**config.mk**
```make
export PLATFORM = sky130hd
export DESIGN_NAME = irq_prio_ctrl
export DESIGN_NICKNAME = d
export VERILOG_FILES = /design/src/rtl/irq_prio_pkg.sv /design/src/rtl/irq_edge_capture.sv /design/src/rtl/irq_rank.sv /design/src/rtl/irq_ctrl_regs.sv /design/src/rtl/irq_prio_ctrl.sv
export SDC_FILE = /design/constraint.sdc
export NUM_CORES = 1
export LEC_CHECK = 0
export BUFFER_PORTS_ARGS = -buffer_cell sky130_fd_sc_hd__buf_4
export CAP_MARGIN = 15
export CORE_MARGIN = 10
export CORE_UTILIZATION = 46
export CTS_BUF_LIST = sky130_fd_sc_hd__clkbuf_4 sky130_fd_sc_hd__clkbuf_8
export CTS_CLUSTER_SIZE = 25
export DETAILED_ROUTE_END_ITERATION = 7
export PLACE_DENSITY = 0.65
export SETUP_SLACK_MARGIN = 0.02
export SLEW_MARGIN = 20
export SYNTH_ARGS = -nofsm -noshare
export SYNTH_HDL_FRONTEND = slang
export SYNTH_SLANG_ARGS = --single-unit
```
**constraint.sdc**
```tcl
create_clock -name clk -period 150.4 [get_ports clk]
set_clock_uncertainty 0.15 [all_clocks]
set_input_delay 22.56 -clock clk [delete_from_list [all_inputs] [get_ports clk]]
set_output_delay 22.56 -clock clk [all_outputs]
set_load 0.02 [all_outputs]
```
**src/rtl/irq_prio_pkg.sv**
```systemverilog
// Package: shared parameters and default source table for the interrupt controller.
// Assumes source numbers fit in SRC_W bits and levels in LVL_W bits.
package irq_prio_pkg;
    localparam int NSRC     = 64;
    localparam int SRC_W    = $clog2(NSRC);
    localparam int LVL_W    = 3;
    localparam int PRI_W    = 3;
    localparam int VEC_W    = 8;
    localparam int VEC_BASE = 64;
    localparam int LVL_MAX  = (1 << LVL_W) - 1;

    // Default level of a source: groups of eight, folded back above the top level.
    function automatic logic [LVL_W-1:0] dflt_level(input int s);
        int g;
        g = (s + 12) >> 3;
        if (g > LVL_MAX) g = g - LVL_MAX;
        return LVL_W'(g);
    endfunction

    // Default priority of a source inside its level.
    function automatic logic [PRI_W-1:0] dflt_prio(input int s);
        return PRI_W'((11 - ((s + 12) & 7)) & 7);
    endfunction
endpackage

```
**src/rtl/irq_edge_capture.sv**
```systemverilog
// Edge capture: latches rising edges of every request line, for level-7 use.
// Assumes the clear index names the source that was just acknowledged.
module irq_edge_capture
    import irq_prio_pkg::*;
#(
    parameter int N = NSRC
) (
    input  logic               clk,
    input  logic               rst_n,
    input  logic [N-1:0]       req,
    input  logic               clr_en,
    input  logic [SRC_W-1:0]   clr_idx,
    output logic [N-1:0]       pend_edge
);
    logic [N-1:0] req_q;
    logic [N-1:0] rise;

    assign rise = req & ~req_q;

    // Delay the request lines by one cycle for edge detection.
    always_ff @(posedge clk) begin
        if (!rst_n) req_q <= '0;
        else        req_q <= req;
    end

    for (genvar gi = 0; gi < N; gi++) begin : g_bit
        // Set a latch on a rising edge; acknowledge of this source clears it.
        always_ff @(posedge clk) begin
            if (!rst_n)
                pend_edge[gi] <= 1'b0;
            else if (clr_en && (clr_idx == SRC_W'(gi)))
                pend_edge[gi] <= rise[gi];
            else if (rise[gi])
                pend_edge[gi] <= 1'b1;
        end
    end

    // an acknowledged latch is empty unless a fresh edge arrived with the clear.
    assert_edge_clear_R5: assert property (@(posedge clk) disable iff (!rst_n)
        ($past(clr_en) && !$past(rise[clr_idx])) |-> !pend_edge[$past(clr_idx)]);
endmodule

```
**src/rtl/irq_rank.sv**
```systemverilog
// Rank: builds each source's effective level, priority and key, applies the
// remap slots and the mask, and picks the single strongest pending request.
// Assumes remap value 0 means "unused"; source 0 never competes.
module irq_rank
    import irq_prio_pkg::*;
#(
    parameter int N = NSRC
) (
    input  logic               clk,
    input  logic               rst_n,
    input  logic [N-1:0]       req,
    input  logic [N-1:0]       pend_edge,
    input  logic [LVL_W-1:0]   mask_lvl,
    input  logic [SRC_W-1:0]   remap_a,
    input  logic [SRC_W-1:0]   remap_b,
    output logic               win_valid,
    output logic [SRC_W-1:0]   win_src,
    output logic [LVL_W-1:0]   win_lvl
);
    localparam int KEY_W = LVL_W + 2 + PRI_W + SRC_W;

    logic [N-1:0]     qual;
    logic [KEY_W-1:0] key   [N];
    logic [LVL_W-1:0] level [N];

    for (genvar gi = 0; gi < N; gi++) begin : g_src
        logic             hit_a;
        logic             hit_b;
        logic [LVL_W-1:0] lvl;
        logic [PRI_W-1:0] pri;
        logic [1:0]       top;
        logic             pend;

        // Resolve remap slots, then fall back to the default table.
        always_comb begin
            hit_a = (remap_a == SRC_W'(gi)) && (remap_a != '0);
            hit_b = !hit_a && (remap_b == SRC_W'(gi)) && (remap_b != '0);
            if (hit_a) begin
                lvl = LVL_W'(6); pri = PRI_W'(7); top = 2'd2;
            end else if (hit_b) begin
                lvl = LVL_W'(6); pri = PRI_W'(6); top = 2'd1;
            end else begin
                lvl = dflt_level(gi); pri = dflt_prio(gi); top = 2'd0;
            end
            pend = (lvl == LVL_W'(LVL_MAX)) ? pend_edge[gi] : req[gi];
        end

        assign qual[gi]  = (gi != 0) && pend &&
                           ((lvl == LVL_W'(LVL_MAX)) || (lvl > mask_lvl));
        assign key[gi]   = {lvl, top, pri, SRC_W'(gi)};
        assign level[gi] = lvl;
    end

    logic [KEY_W-1:0] best_key;

    // Linear max search over all qualified keys.
    always_comb begin
        best_key  = '0;
        win_valid = 1'b0;
        win_src   = '0;
        win_lvl   = '0;
        for (int s = 0; s < N; s++) begin
            if (qual[s] && (!win_valid || key[s] > best_key)) begin
                best_key  = key[s];
                win_valid = 1'b1;
                win_src   = SRC_W'(s);
                win_lvl   = level[s];
            end
        end
    end

    // a winner is either non-maskable or above the mask.
    assert_win_above_mask_R4: assert property (@(posedge clk) disable iff (!rst_n)
        win_valid |-> ((win_lvl == LVL_W'(LVL_MAX)) || (win_lvl > mask_lvl)));
    // a pending slot-A source beats everything below level 7.
    assert_remap_a_wins_R6: assert property (@(posedge clk) disable iff (!rst_n)
        ((remap_a != '0) && req[remap_a] && (mask_lvl < LVL_W'(6)) &&
         (win_lvl != LVL_W'(LVL_MAX))) |-> (win_valid && (win_src == remap_a)));
endmodule

```
**src/rtl/irq_ctrl_regs.sv**
```systemverilog
// Control registers: mask, two remap slots and the auto-mask enable.
// Assumes an acknowledge with auto-mask outranks a same-cycle mask write.
module irq_ctrl_regs
    import irq_prio_pkg::*;
(
    input  logic               clk,
    input  logic               rst_n,
    input  logic               wr_en,
    input  logic [1:0]         wr_addr,
    input  logic [SRC_W-1:0]   wr_data,
    input  logic               ack_take,
    output logic [LVL_W-1:0]   mask_lvl,
    output logic [SRC_W-1:0]   remap_a,
    output logic [SRC_W-1:0]   remap_b,
    output logic               auto_en
);
    // Mask register: auto-load on acknowledge, otherwise software write.
    always_ff @(posedge clk) begin
        if (!rst_n)
            mask_lvl <= LVL_W'(LVL_MAX);
        else if (ack_take && auto_en)
            mask_lvl <= LVL_W'(LVL_MAX);
        else if (wr_en && wr_addr == 2'd0)
            mask_lvl <= wr_data[LVL_W-1:0];
    end

    // Remap slots and the control bit, written by software only.
    always_ff @(posedge clk) begin
        if (!rst_n) begin
            remap_a <= '0;
            remap_b <= '0;
            auto_en <= 1'b0;
        end else if (wr_en) begin
            case (wr_addr)
                2'd1:    remap_a <= wr_data;
                2'd2:    remap_b <= wr_data;
                2'd3:    auto_en <= wr_data[0];
                default: ;
            endcase
        end
    end

    // an auto-masked acknowledge always leaves the mask at 7.
    assert_auto_mask_R9: assert property (@(posedge clk) disable iff (!rst_n)
        $past(ack_take && auto_en) |-> (mask_lvl == LVL_W'(LVL_MAX)));
endmodule

```
**src/rtl/irq_prio_ctrl.sv**
```systemverilog
// Top: registers the winning request for the core, handles acknowledge and
// sampling inhibit. Assumes ack is a single-cycle pulse from the core.
module irq_prio_ctrl
    import irq_prio_pkg::*;
(
    input  logic               clk,
    input  logic               rst_n,
    input  logic [NSRC-1:0]    irq_req,
    input  logic               wr_en,
    input  logic [1:0]         wr_addr,
    input  logic [SRC_W-1:0]   wr_data,
    input  logic               ack,
    input  logic               inhibit,
    output logic [LVL_W-1:0]   irq_level,
    output logic [VEC_W-1:0]   irq_vector,
    output logic [LVL_W-1:0]   mask_level
);
    logic [NSRC-1:0]  pend_edge;
    logic [LVL_W-1:0] mask_lvl;
    logic [SRC_W-1:0] remap_a;
    logic [SRC_W-1:0] remap_b;
    logic             auto_en;
    logic             win_valid;
    logic [SRC_W-1:0] win_src;
    logic [LVL_W-1:0] win_lvl;
    logic [LVL_W-1:0] pres_lvl;
    logic [SRC_W-1:0] pres_src;
    logic             ack_take;

    assign ack_take = ack && (pres_lvl != '0);

    irq_edge_capture #(.N(NSRC)) u_edge (
        .clk       (clk),
        .rst_n     (rst_n),
        .req       (irq_req),
        .clr_en    (ack_take),
        .clr_idx   (pres_src),
        .pend_edge (pend_edge)
    );

    irq_ctrl_regs u_regs (
        .clk      (clk),
        .rst_n    (rst_n),
        .wr_en    (wr_en),
        .wr_addr  (wr_addr),
        .wr_data  (wr_data),
        .ack_take (ack_take),
        .mask_lvl (mask_lvl),
        .remap_a  (remap_a),
        .remap_b  (remap_b),
        .auto_en  (auto_en)
    );

    irq_rank #(.N(NSRC)) u_rank (
        .clk       (clk),
        .rst_n     (rst_n),
        .req       (irq_req),
        .pend_edge (pend_edge),
        .mask_lvl  (mask_lvl),
        .remap_a   (remap_a),
        .remap_b   (remap_b),
        .win_valid (win_valid),
        .win_src   (win_src),
        .win_lvl   (win_lvl)
    );

    // Presentation register: ack empties it, inhibit freezes it, else track winner.
    always_ff @(posedge clk) begin
        if (!rst_n || ack_take) begin
            pres_lvl <= '0;
            pres_src <= '0;
        end else if (!inhibit) begin
            pres_lvl <= win_valid ? win_lvl : '0;
            pres_src <= win_valid ? win_src : '0;
        end
    end

    assign irq_level  = pres_lvl;
    assign irq_vector = (pres_lvl != '0) ? (VEC_W'(VEC_BASE) + VEC_W'(pres_src)) : '0;
    assign mask_level = mask_lvl;

    // the cycle after a taken acknowledge presents nothing.
    assert_ack_clears_R8: assert property (@(posedge clk) disable iff (!rst_n)
        $past(ack_take) |-> (irq_level == '0));
    // inhibit without acknowledge holds the presented request.
    assert_inhibit_hold_R10: assert property (@(posedge clk) disable iff (!rst_n)
        $past(inhibit && !ack) |-> ($stable(irq_level) && $stable(irq_vector)));
    // any presented vector lies at or above the vector base.
    assert_vector_base_R2: assert property (@(posedge clk) disable iff (!rst_n)
        (irq_level != '0) |-> (irq_vector >= VEC_W'(VEC_BASE)));
endmodule

```
Word level (Yosys, flattened, before mapping)

Cells that the tools add are included.

Input bits: 77
Bits in registers: 144
Output and inout port bits: 14

Bitwise operators: 3
Order comparisons: 118
Eq/ne operators: 239
Add/sub/neg operators: 1
Muxes and demuxes: 766
Reduce and logical (&&, ||, !) cells: 679

Operators with widths:

| operator            | count |
|---|---|
| $gt 14x14->1        | 62 |
| $mux 14             | 62 |
| $mux 3              | 235 |
| $eq 6x6->1 const B  | 88 |
| $logic_and 1x1->1   | 372 |
| $mux 1              | 314 |
| $eq 6x5->1 const B  | 48 |
| $mux 6              | 33 |
| $mux 2              | 97 |
| $eq 3x3->1 const B  | 55 |
| $gt 3x3->1          | 55 |
| $eq 6x4->1 const B  | 24 |
| $logic_not 1->1     | 126 |
| $logic_or 1x1->1    | 118 |
| $reduce_bool 2->1   | 55 |
| $mux 5              | 16 |
| $eq 6x3->1 const B  | 12 |
| $and 64x64->64      | 1 |
| $not 64->64         | 1 |
| $eq 6x2->1 const B  | 6 |
| $mux 4              | 8 |
| $eq 6x1->1 const B  | 3 |
| $reduce_bool 6->1   | 2 |
| $add 7x6->8 const A | 1 |
| other kinds (9)     | 12 |

Longest topological paths before layout

Gate-level depths: netlist of the first run.

Depth after elaboration: 260
Depth in mapped cells: 649

Hierarchy

A second synthesis of the first run with hierarchy kept.

Cell total of the unflattened synthesis: 3,556
Area total of the unflattened synthesis: 26,067.5 µm²

Modules (own cells, without submodules):

| module           | instances | area an instance (µm²) | cells an instance |
|---|---|---|---|
| irq_rank         | 1         | 20,805.0               | 3,013 |
| irq_edge_capture | 1         | 4,121.5                | 427 |
| irq_ctrl_regs    | 1         | 651.9                  | 65 |
| irq_prio_ctrl    | 1         | 489.2                  | 51 |

Least setup slack after synthesis of the first run

OpenSTA, ideal clock, no wires.

Path kind: input port to flip-flop
From: input irq_req[1]
To: register pres_src[5]
Data arrival time: 128.667 ns
Path slack: 21.453 ns
Stages: 577
Path buffers: 36
Setup time: 0.130 ns
Cells stage by stage: o31ai_1 nor2_1 nand2_1 ha_1 nand3_1 or4_1 o22a_2 buf_6 o21a_1 inv_1 ha_1 nor2b_1 o31ai_1 a21oi_1 o31ai_1 o211ai_1 nand2_1 nand2_1 [541 not listed] nand2b_1 a21oi_1 o31a_1 o22a_4 buf_4 a21o_1 ha_1 nor2b_1 o21a_1 o21ai_0 nand2b_1 a21oi_1 o311ai_0 a211oi_1 a211o_2 nand4_2 o41ai_1 a21oi_1

Cells in the longest elaborated chain, start to end: 252
Elaborated cells on any way between the ends: 408

RTL lines:

| element                                         | RTL line            | RTL |
|---|---|---|
| from (decl)                                     | irq_prio_ctrl.sv:8  | `input logic [NSRC-1:0] irq_req,` |
| $mux 1 *                                        | irq_rank.sv:45      | `pend = (lvl == LVL_W'(LVL_MAX)) ? pend_edge[gi] : req[gi];` |
| $logic_and 1x1->1 *                             | irq_rank.sv:48      | `assign qual[gi] = (gi != 0) && pend &&` |
| $mux 14 or $mux 1 (tied branches)               | irq_rank.sv:63      | `if (qual[s] && (!win_valid \|\| key[s] > best_key)) begin` |
| $gt 14x14->1 or $logic_not 1->1 (tied branches) | irq_rank.sv:63      |  |
| $logic_or 1x1->1                                | irq_rank.sv:63      |  |
| $logic_and 1x1->1                               | irq_rank.sv:63      |  |
| $mux 14 or $mux 1 (tied branches)               | irq_rank.sv:63      |  |
| $gt 14x14->1 or $logic_not 1->1 (tied branches) | irq_rank.sv:63      |  |
| [236 not listed]                                | -                   |  |
| $logic_or 1x1->1                                | irq_rank.sv:63      |  |
| $logic_and 1x1->1                               | irq_rank.sv:63      |  |
| $mux 14 or $mux 1 (tied branches)               | irq_rank.sv:63      |  |
| $gt 14x14->1 or $logic_not 1->1 (tied branches) | irq_rank.sv:63      |  |
| $logic_or 1x1->1                                | irq_rank.sv:63      |  |
| $logic_and 1x1->1                               | irq_rank.sv:63      |  |
| $mux 6 or $mux 1 (tied branches)                | irq_rank.sv:63      |  |
| $mux 6 *                                        | irq_prio_ctrl.sv:74 | `pres_src <= win_valid ? win_src : '0;` |
| to (signal assigned)                            | irq_prio_ctrl.sv:74 |  |
| to (decl)                                       | irq_prio_ctrl.sv:27 | `logic [SRC_W-1:0] pres_src;` |

Every way passes the cells marked *; elsewhere a longest branch is shown, timed or not.
A chain may end at the register's enable or synchronous reset.

Worst setup path in the final report of the first run

Same ends and word-level chain as after synthesis.

==> flow_results.xml, run 1 <==
<?xml version="1.0" encoding="UTF-8"?>
<metrics>
  <group name="run_status">
    <metric name="outcome" unit="">completed</metric>
  </group>
  <group name="route">
    <metric name="avgViaCountPerCell" unit="">6.26</metric>
    <metric name="detail_route.first_pass.iterations" unit="">6</metric>
    <metric name="final_antenna_net_count" unit="">0</metric>
    <metric name="postRouteWirelength" unit="microns">81000</metric>
    <metric name="drt-wirelength-per-cell" unit="microns">20.6</metric>
    <metric name="drtIter0Drc" unit="">2014</metric>
    <metric name="drc" unit="">0</metric>
    <metric name="detailroute.via_count" unit="">24628</metric>
  </group>
  <group name="yosys">
    <metric name="synth-async-reset-ratio" unit="%">0</metric>
    <metric name="yosys_cell_types" unit="">144</metric>
    <metric name="synth_enable_flop_cells" unit="">0</metric>
    <metric name="synthCells" unit="">3218</metric>
    <metric name="synth.avg_cell_area" unit="sq um">7.03</metric>
    <metric name="yosys_register_bits" unit="">41</metric>
    <metric name="netlist_area" unit="sq mm">0.0226</metric>
    <metric name="predominant_post_synthesis_flop_cell" unit="">sky130_fd_sc_hd__dfxtp_1</metric>
    <metric name="synth_common_cells" unit="">sky130_fd_sc_hd__ha_1 (425), sky130_fd_sc_hd__nand2_1 (388), sky130_fd_sc_hd__nor2_1 (288)</metric>
    <metric name="post_synth_main_area_contributors" unit="">sky130_fd_sc_hd__ha_1 (24%), sky130_fd_sc_hd__nand2_1 (6.4%), sky130_fd_sc_hd__mux2_2 (5.2%)</metric>
    <metric name="synth.largest_area_cell" unit="">sky130_fd_sc_hd__ha_1</metric>
    <metric name="post-synth-top-count-cell" unit="">sky130_fd_sc_hd__ha_1</metric>
    <metric name="syn-num-nets" unit="">3720</metric>
    <metric name="post-synth-top-area-fraction" unit="%">23.5</metric>
    <metric name="synth_seq_area_share" unit="%">3.63</metric>
    <metric name="ys.warnings.count" unit="">0</metric>
  </group>
  <group name="grt">
    <metric name="highest_utilization_routing_layer_at_the_global_route_stage" unit="">met2</metric>
    <metric name="antenna_violations_before_repair" unit="">0</metric>
    <metric name="grt_use_met2" unit="%">42.5</metric>
    <metric name="grt_overflow_total" unit="">0</metric>
    <metric name="use_met3" unit="%">2.93</metric>
    <metric name="grtUsageMet1" unit="%">34.3</metric>
    <metric name="grt_max_degree" unit="">35</metric>
    <metric name="global_route_wire_length_before_repair" unit="microns">126000</metric>
    <metric name="first_global_vias" unit="">23368</metric>
    <metric name="grt_util_all_layers" unit="%">25.8</metric>
  </group>
  <group name="clock_tree">
    <metric name="insertion_delay" unit="ns">0.32</metric>
    <metric name="clkSlewWorstSetupHoldPaths" unit="ns">0.09</metric>
    <metric name="cts_root_buf" unit="">sky130_fd_sc_hd__clkbuf_8</metric>
    <metric name="cts_buffers" unit="">5</metric>
    <metric name="maximum_level_of_the_cts_h_tree" unit="">2</metric>
    <metric name="cts_sinks" unit="">41</metric>
    <metric name="ctsLongestPathBuffers" unit="">2</metric>
    <metric name="cts_tree" unit="">done</metric>
  </group>
  <group name="cells_and_area">
    <metric name="fillCellCount" unit="">4846</metric>
    <metric name="seq_area" unit="sq um">822</metric>
    <metric name="share_of_final_layout_standard_cells_stronger_than_drive_strength_1" unit="%">13.3</metric>
    <metric name="flow.area_growth_from_synthesis" unit="%">7.52</metric>
    <metric name="final_design_area_no_fill" unit="sq mm">0.0243</metric>
    <metric name="diode_count" unit="">0</metric>
    <metric name="multi_input_comb_area" unit="sq mm">0.0205</metric>
    <metric name="nNetsFinal" unit="">3772</metric>
  </group>
  <group name="power_and_ir_drop">
    <metric name="power_density" unit="mW/mm^2">12.7</metric>
    <metric name="finalPower" unit="W">0.000308</metric>
    <metric name="ir_drop" unit="uV">8.28</metric>
    <metric name="power.leakage" unit="nW">11.8</metric>
  </group>
  <group name="setup_path">
    <metric name="r2r_cells" unit="">560</metric>
    <metric name="cpPeakStageDelay" unit="ns">0.67</metric>
    <metric name="critical_path_arrival" unit="ns">141.48</metric>
    <metric name="timing.critical_path.fanout_max" unit="">19</metric>
    <metric name="crit_path_top_delay_cell" unit="">sky130_fd_sc_hd__or4_1</metric>
    <metric name="cp-start-kind" unit="">input port</metric>
    <metric name="setup.worst_path.class" unit="">input port to flip-flop</metric>
    <metric name="critPathMostFrequentCell" unit="">sky130_fd_sc_hd__ha_1</metric>
    <metric name="critical_path.endpoint_type" unit="">flip-flop</metric>
    <metric name="worst-endpoint-required" unit="ns">150.45</metric>
  </group>
  <group name="floorplan">
    <metric name="placementRows" unit="">81</metric>
    <metric name="die_height" unit="microns">242</metric>
    <metric name="floorplan.die_area" unit="sq mm">0.0584</metric>
    <metric name="floorplan.initialDensity" unit="%">46.4</metric>
    <metric name="die_width" unit="microns">242</metric>
    <metric name="design.core.area" unit="sq mm">0.0487</metric>
    <metric name="top_level_ports" unit="">91</metric>
  </group>
  <group name="timing">
    <metric name="fin_crit" unit="ns">141.43</metric>
    <metric name="setup_slack" unit="ns">8.97</metric>
    <metric name="clock.fmax" unit="GHz">0.00707</metric>
    <metric name="hold_viol" unit="">0</metric>
    <metric name="timing_worst_slew_pin_value" unit="ns">1.21</metric>
    <metric name="maxSlewHeadroom" unit="%">18.8</metric>
    <metric name="maxSlewViolCount" unit="">0</metric>
    <metric name="final-setup-viol-count" unit="">0</metric>
    <metric name="post-route-period-util" unit="%">94.0</metric>
  </group>
  <group name="placed_design">
    <metric name="io_buffer_count" unit="">88</metric>
    <metric name="dpl.hpwl" unit="microns">67200</metric>
    <metric name="gp_congestion" unit="">0.983</metric>
    <metric name="dpl-instance-area" unit="sq mm">0.0238</metric>
    <metric name="dp_worst_setup_slack" unit="ns">2.83</metric>
  </group>
  <group name="hold_path">
    <metric name="hold_path.class" unit="">flip-flop to flip-flop</metric>
    <metric name="timing.hold.worst_path_depth" unit="">2</metric>
  </group>
  <group name="run">
    <metric name="drv_cap" unit="">0</metric>
  </group>
</metrics>
[final cells by class]
cell class	count	area share, %
clock buffer	5	0.283
clock inverter	3	0.190
inverter	266	4.11
multi-input combinational	2818	84.3
sequential	41	3.38
tap	664	3.42
timing repair buffer	138	4.31
[state kept, by name, summed over array words and instances, names as in the netlist]
| signal | flops |
|---|---|
| u_regs.auto_en | 1 |
| pres_src | 6 |
| u_edge.pend_edge | 8 |
| u_edge.req_q | 8 |
| u_regs.mask_lvl | 3 |
| u_regs.remap_a | 6 |
| u_regs.remap_b | 6 |
| irq_level | 3 |
[power breakdown]
part,switching [W],internal [W]
clock,0.00000489,0.00000498
combinational,0.000166,0.000117
sequential,0.00000232,0.0000122
[layout by cell type (no fill, tap or decap), drive strengths merged, types with 10 or more instances in the layout]
cell type	count
o211ai	30
a31oi	34
o21ai	257
a21oi	220
ha	425
nor2	290
nand3	104
and3	35
inv	265
nand2	389
a21boi	40
o31a	17
nor2b	75
or3	19
a2111oi	17
a21o	72
mux2i	45
o211a	10
a211oi	30
and2	51
o21bai	16
dfxtp	41
o221ai	11
o22ai	10
buf	138
a31o	16
nor4	28
mux2	113
nand2b	64
o21a	78
o31ai	32
or2	22
nor3	69
nand4	29
a211o	18
[worst paths after layout]
| path | from | to | slack, ns |
|---|---|---|---|
| max | irq_req[1] | pres_src[5] | 8.97 |
| min | u_edge.req_q[49] | u_edge.pend_edge[49] | 0.34 |
| max reg2reg | u_regs.remap_a[3] | pres_src[5] | 29.18 |
| min reg2reg | u_edge.req_q[49] | u_edge.pend_edge[49] | 0.34 |
[through the flow]
| stage | cells | utilization, % | TNS, ns | hold WS, ns |
|---|---|---|---|---|
| final | 3935 | 49.9 | 0 | 0.343 |
| after detailed placement | 3912 | 48.8 | 0 | 0.332 |
| after global routing | 3935 | 49.9 | -0.114 | 0.379 |
| after floorplan | 3218 | - | 0 | 0.295 |
| after CTS | 3920 | 49.0 | 0 | 0.345 |
| after global placement | 3912 | 48.8 | 0 | 0.328 |
[repair_timing]
action | in CTS | in global routing
endpoints found under the hold margin | 0 | 0
gates resized for setup | 0 | 58
hold buffers | 0 | 0
setup buffers | 0 | 15
setup endpoints to repair | 0 | 9
[routing by layer]
layer | routed length (microns) | vias to the layer above | part of all wire [%]
met5 | 0 | - | 0
met4 | 2900 | 0 | 3.6
met3 | 5620 | 154 | 6.9
met2 | 36400 | 928 | 45
met1 | 36100 | 11593 | 45
li1 | - | 11953 | -
[logic make-up after synthesis]
kind of cell,count (synthesis),synth area share (%)
flops,41,3.63
other cells,1,0.0166
buf+inv,359,7.07
simple gates,1227,26.5
mux,158,7.78
fa+ha+maj,425,23.5
compound gates,1007,31.5
[worst max-delay path: cells and delay by family]
family,cells,cell delay [ns]
AOI/OAI and AO/OA,268,59.58
adders and majority gates,62,17.48
buffers and inverters,33,3.87
muxes,31,11.68
and+or+nand+nor,161,26.08
Note: power is estimated with default switching activity, not from simulation.
==> inputs of run 2 (changes only) <==
- CTS_BUF_LIST: sky130_fd_sc_hd__clkbuf_4 sky130_fd_sc_hd__clkbuf_8 -> default
==> flow_results.xml, run 2 (same netlist as run 1, synthesis figures left out) <==
<?xml version="1.0" encoding="UTF-8"?>
<metrics>
  <group name="timing">
    <metric name="fin_hold_ws" unit="ns">0.339</metric>
    <metric name="final-setup-viol-count" unit="">0</metric>
    <metric name="maxSlewHeadroom" unit="%">19.0</metric>
    <metric name="timing_worst_slew_pin_value" unit="ns">1.20</metric>
    <metric name="fin_tns_setup" unit="ns">0</metric>
    <metric name="clock.fmax" unit="GHz">0.00706</metric>
    <metric name="hold_viol" unit="">0</metric>
    <metric name="post-route-period-util" unit="%">94.1</metric>
    <metric name="fin_crit" unit="ns">141.57</metric>
    <metric name="maxSlewViolCount" unit="">0</metric>
  </group>
  <group name="floorplan">
    <metric name="placementRows" unit="">81</metric>
    <metric name="die_height" unit="microns">242</metric>
    <metric name="design.core.area" unit="sq mm">0.0487</metric>
    <metric name="floorplan.die_area" unit="sq mm">0.0584</metric>
    <metric name="die_width" unit="microns">242</metric>
    <metric name="floorplan.initialDensity" unit="%">46.4</metric>
    <metric name="top_level_ports" unit="">91</metric>
  </group>
  <group name="placed_design">
    <metric name="gp_congestion" unit="">0.983</metric>
    <metric name="dpl.hpwl" unit="microns">67200</metric>
    <metric name="io_buffer_count" unit="">88</metric>
  </group>
  <group name="setup_path">
    <metric name="crit_path_top_delay_cell" unit="">sky130_fd_sc_hd__or4_1</metric>
    <metric name="register_to_register_setup_slack" unit="ns">29.07</metric>
    <metric name="critPathMostFrequentCell" unit="">sky130_fd_sc_hd__ha_1</metric>
    <metric name="r2r_cells" unit="">560</metric>
    <metric name="cp-start-kind" unit="">input port</metric>
    <metric name="critical_path.reg2reg.startpoint" unit="">u_regs.remap_a[2]</metric>
    <metric name="timing.critical_path.fanout_max" unit="">19</metric>
    <metric name="cpPeakStageDelay" unit="ns">0.67</metric>
    <metric name="critical_path_arrival" unit="ns">141.59</metric>
    <metric name="worst-endpoint-required" unit="ns">150.42</metric>
    <metric name="setup.worst_path.class" unit="">input port to flip-flop</metric>
    <metric name="critical_path.endpoint_type" unit="">flip-flop</metric>
    <metric name="endpoint_of_the_lowest_slack_register_to_register_path" unit="">pres_src[5]</metric>
  </group>
  <group name="run_status">
    <metric name="outcome" unit="">completed</metric>
  </group>
  <group name="power_and_ir_drop">
    <metric name="share_of_power_burned_in_combinational_logic" unit="%">91.1</metric>
    <metric name="net-switching-power" unit="W">0.000174</metric>
    <metric name="power.leakage" unit="nW">11.8</metric>
    <metric name="seq_power_share" unit="%">4.7</metric>
    <metric name="switching_share" unit="%">55.9</metric>
    <metric name="ir_drop" unit="uV">8.21</metric>
    <metric name="p_int" unit="W">0.000137</metric>
    <metric name="power_density" unit="mW/mm^2">12.8</metric>
    <metric name="clock_power_share" unit="%">4.2</metric>
  </group>
  <group name="cells_and_area">
    <metric name="multi_input_comb_area" unit="sq mm">0.0205</metric>
    <metric name="share_of_final_layout_standard_cells_stronger_than_drive_strength_1" unit="%">13.3</metric>
    <metric name="fillCellCount" unit="">4844</metric>
    <metric name="flow.area_growth_from_synthesis" unit="%">7.77</metric>
    <metric name="layout.cells.most_common" unit="">sky130_fd_sc_hd__ha_1</metric>
    <metric name="layout_top_registers" unit="">u_edge.pend_edge: 8 flops, u_edge.req_q: 8 flops</metric>
    <metric name="nNetsFinal" unit="">3772</metric>
    <metric name="final_cell_mix" unit="">sky130_fd_sc_hd__ha_1 (425), sky130_fd_sc_hd__nand2_1 (388), sky130_fd_sc_hd__nor2_1 (283), sky130_fd_sc_hd__inv_1 (261), sky130_fd_sc_hd__o21ai_0 (218)</metric>
    <metric name="diode_count" unit="">0</metric>
    <metric name="postLayoutCoreUtil" unit="%">50.0</metric>
    <metric name="seq_area" unit="sq um">822</metric>
  </group>
  <group name="grt">
    <metric name="first_global_vias" unit="">23407</metric>
    <metric name="grt_overflow_total" unit="">0</metric>
    <metric name="grt_util_all_layers" unit="%">25.8</metric>
    <metric name="global_route_wire_length_before_repair" unit="microns">126000</metric>
    <metric name="grt_max_degree" unit="">35</metric>
    <metric name="antenna_violations_before_repair" unit="">0</metric>
  </group>
  <group name="clock_tree">
    <metric name="insertion_delay" unit="ns">0.30</metric>
    <metric name="holdBufCountCts" unit="">0</metric>
    <metric name="cts_root_buf" unit="">sky130_fd_sc_hd__clkbuf_16</metric>
    <metric name="cts_buffers" unit="">5</metric>
    <metric name="clkSlewWorstSetupHoldPaths" unit="ns">0.06</metric>
    <metric name="ctsLongestPathBuffers" unit="">2</metric>
    <metric name="cts_tree" unit="">done</metric>
    <metric name="cts_sinks" unit="">41</metric>
    <metric name="maximum_level_of_the_cts_h_tree" unit="">2</metric>
  </group>
  <group name="route">
    <metric name="avgViaCountPerCell" unit="">6.25</metric>
    <metric name="final_antenna_net_count" unit="">0</metric>
    <metric name="drt-wirelength-per-cell" unit="microns">20.6</metric>
    <metric name="drc" unit="">0</metric>
    <metric name="postRouteWirelength" unit="microns">80900</metric>
    <metric name="detail_route.first_pass.iterations" unit="">8</metric>
    <metric name="detailroute.via_count" unit="">24601</metric>
    <metric name="drtIter0Drc" unit="">1892</metric>
  </group>
  <group name="hold_path">
    <metric name="hold_path.class" unit="">flip-flop to flip-flop</metric>
    <metric name="hold_path_sink" unit="">u_edge.pend_edge[49]</metric>
    <metric name="timing.hold.worst_path_depth" unit="">2</metric>
    <metric name="min_delay_startpoint" unit="">u_edge.req_q[49]</metric>
  </group>
  <group name="run">
    <metric name="drv_cap" unit="">0</metric>
  </group>
</metrics>
run 2: cell count changes in the layout (fill, tap and decap cells not counted):
cell / previous run / this run
sky130_fd_sc_hd__clkbuf_16: 0 / 5
sky130_fd_sc_hd__clkbuf_8: 5 / 0
run 2: layout make-up:
class / instances / share of cell area [%]
tap: 664 / 3.41
clock buffer: 5 / 0.514
sequential: 41 / 3.37
multi-input combinational: 2818 / 84.1
inverter: 266 / 4.10
timing repair buffer: 138 / 4.30
clock inverter: 3 / 0.190
run 2: per-layer routing:
metal / vias to the layer above / part of all wire (%) / track usage [%] / wire length, microns
met1: 11575 / 45 / 34.1 / 36100
met3: 161 / 6.7 / 3.16 / 5460
li1: 11947 / - / - / -
met5: - / 0 / 0 / 0
met4: 0 / 3.6 / 8.77 / 2940
met2: 918 / 45 / 42.6 / 36400
run 2: worst max-delay path: cells and delay by family:
kind                     cells  cell delay, ns
AO/OA/AOI/OAI              268           59.70
AND/OR/NAND/NOR            161           26.15
adder cells (fa/ha/maj)     62           17.49
multiplexers                31           11.66
buffers and inverters       33            3.88
run 2: worst max path at each step:
stage | from | to | slack, ns
after floorplan | irq_req[1] | pres_src[5] | 21.45
after CTS | irq_req[1] | pres_src[5] | 2.75
after global placement | irq_req[1] | pres_src[5] | 4.52
final | irq_req[1] | pres_src[5] | 8.83
after global routing | irq_req[1] | pres_src[5] | -0.16
after detailed placement | irq_req[1] | pres_src[5] | 2.83
run 2: power by group through the flow:
stage | registers [W] | clock network (W) | logic [W]
2_1_floorplan | 0.0000135 | 0 | 0.000206
3_3_place_gp | 0.0000145 | 0 | 0.000263
3_5_place_dp | 0.0000146 | 0 | 0.000270
4_1_cts | 0.0000143 | 0.0000132 | 0.000272
5_1_grt | 0.0000146 | 0.0000135 | 0.000314
6_report | 0.0000145 | 0.0000131 | 0.000283
run 2: timing repair:
item	CTS	global route
setup endpoints to repair	0	9
endpoints found under the hold margin	0	0
gates resized for setup	0	58
setup buffers	0	15
run 2: metrics by stage:
| step | setup slack [ns] | total power (W) | cells | instance area, sq um |
|---|---|---|---|---|
| floorplan | 21.45 | 0.000219 | 3218 | 22600 |
| global placement | 4.52 | 0.000277 | 3912 | 23800 |
| detailed placement | 2.83 | 0.000284 | 3912 | 23800 |
| CTS | 2.75 | 0.000299 | 3920 | 24000 |
| global route | -0.162 | 0.000342 | 3935 | 24400 |
| finish | 8.83 | 0.000311 | 3935 | 24400 |
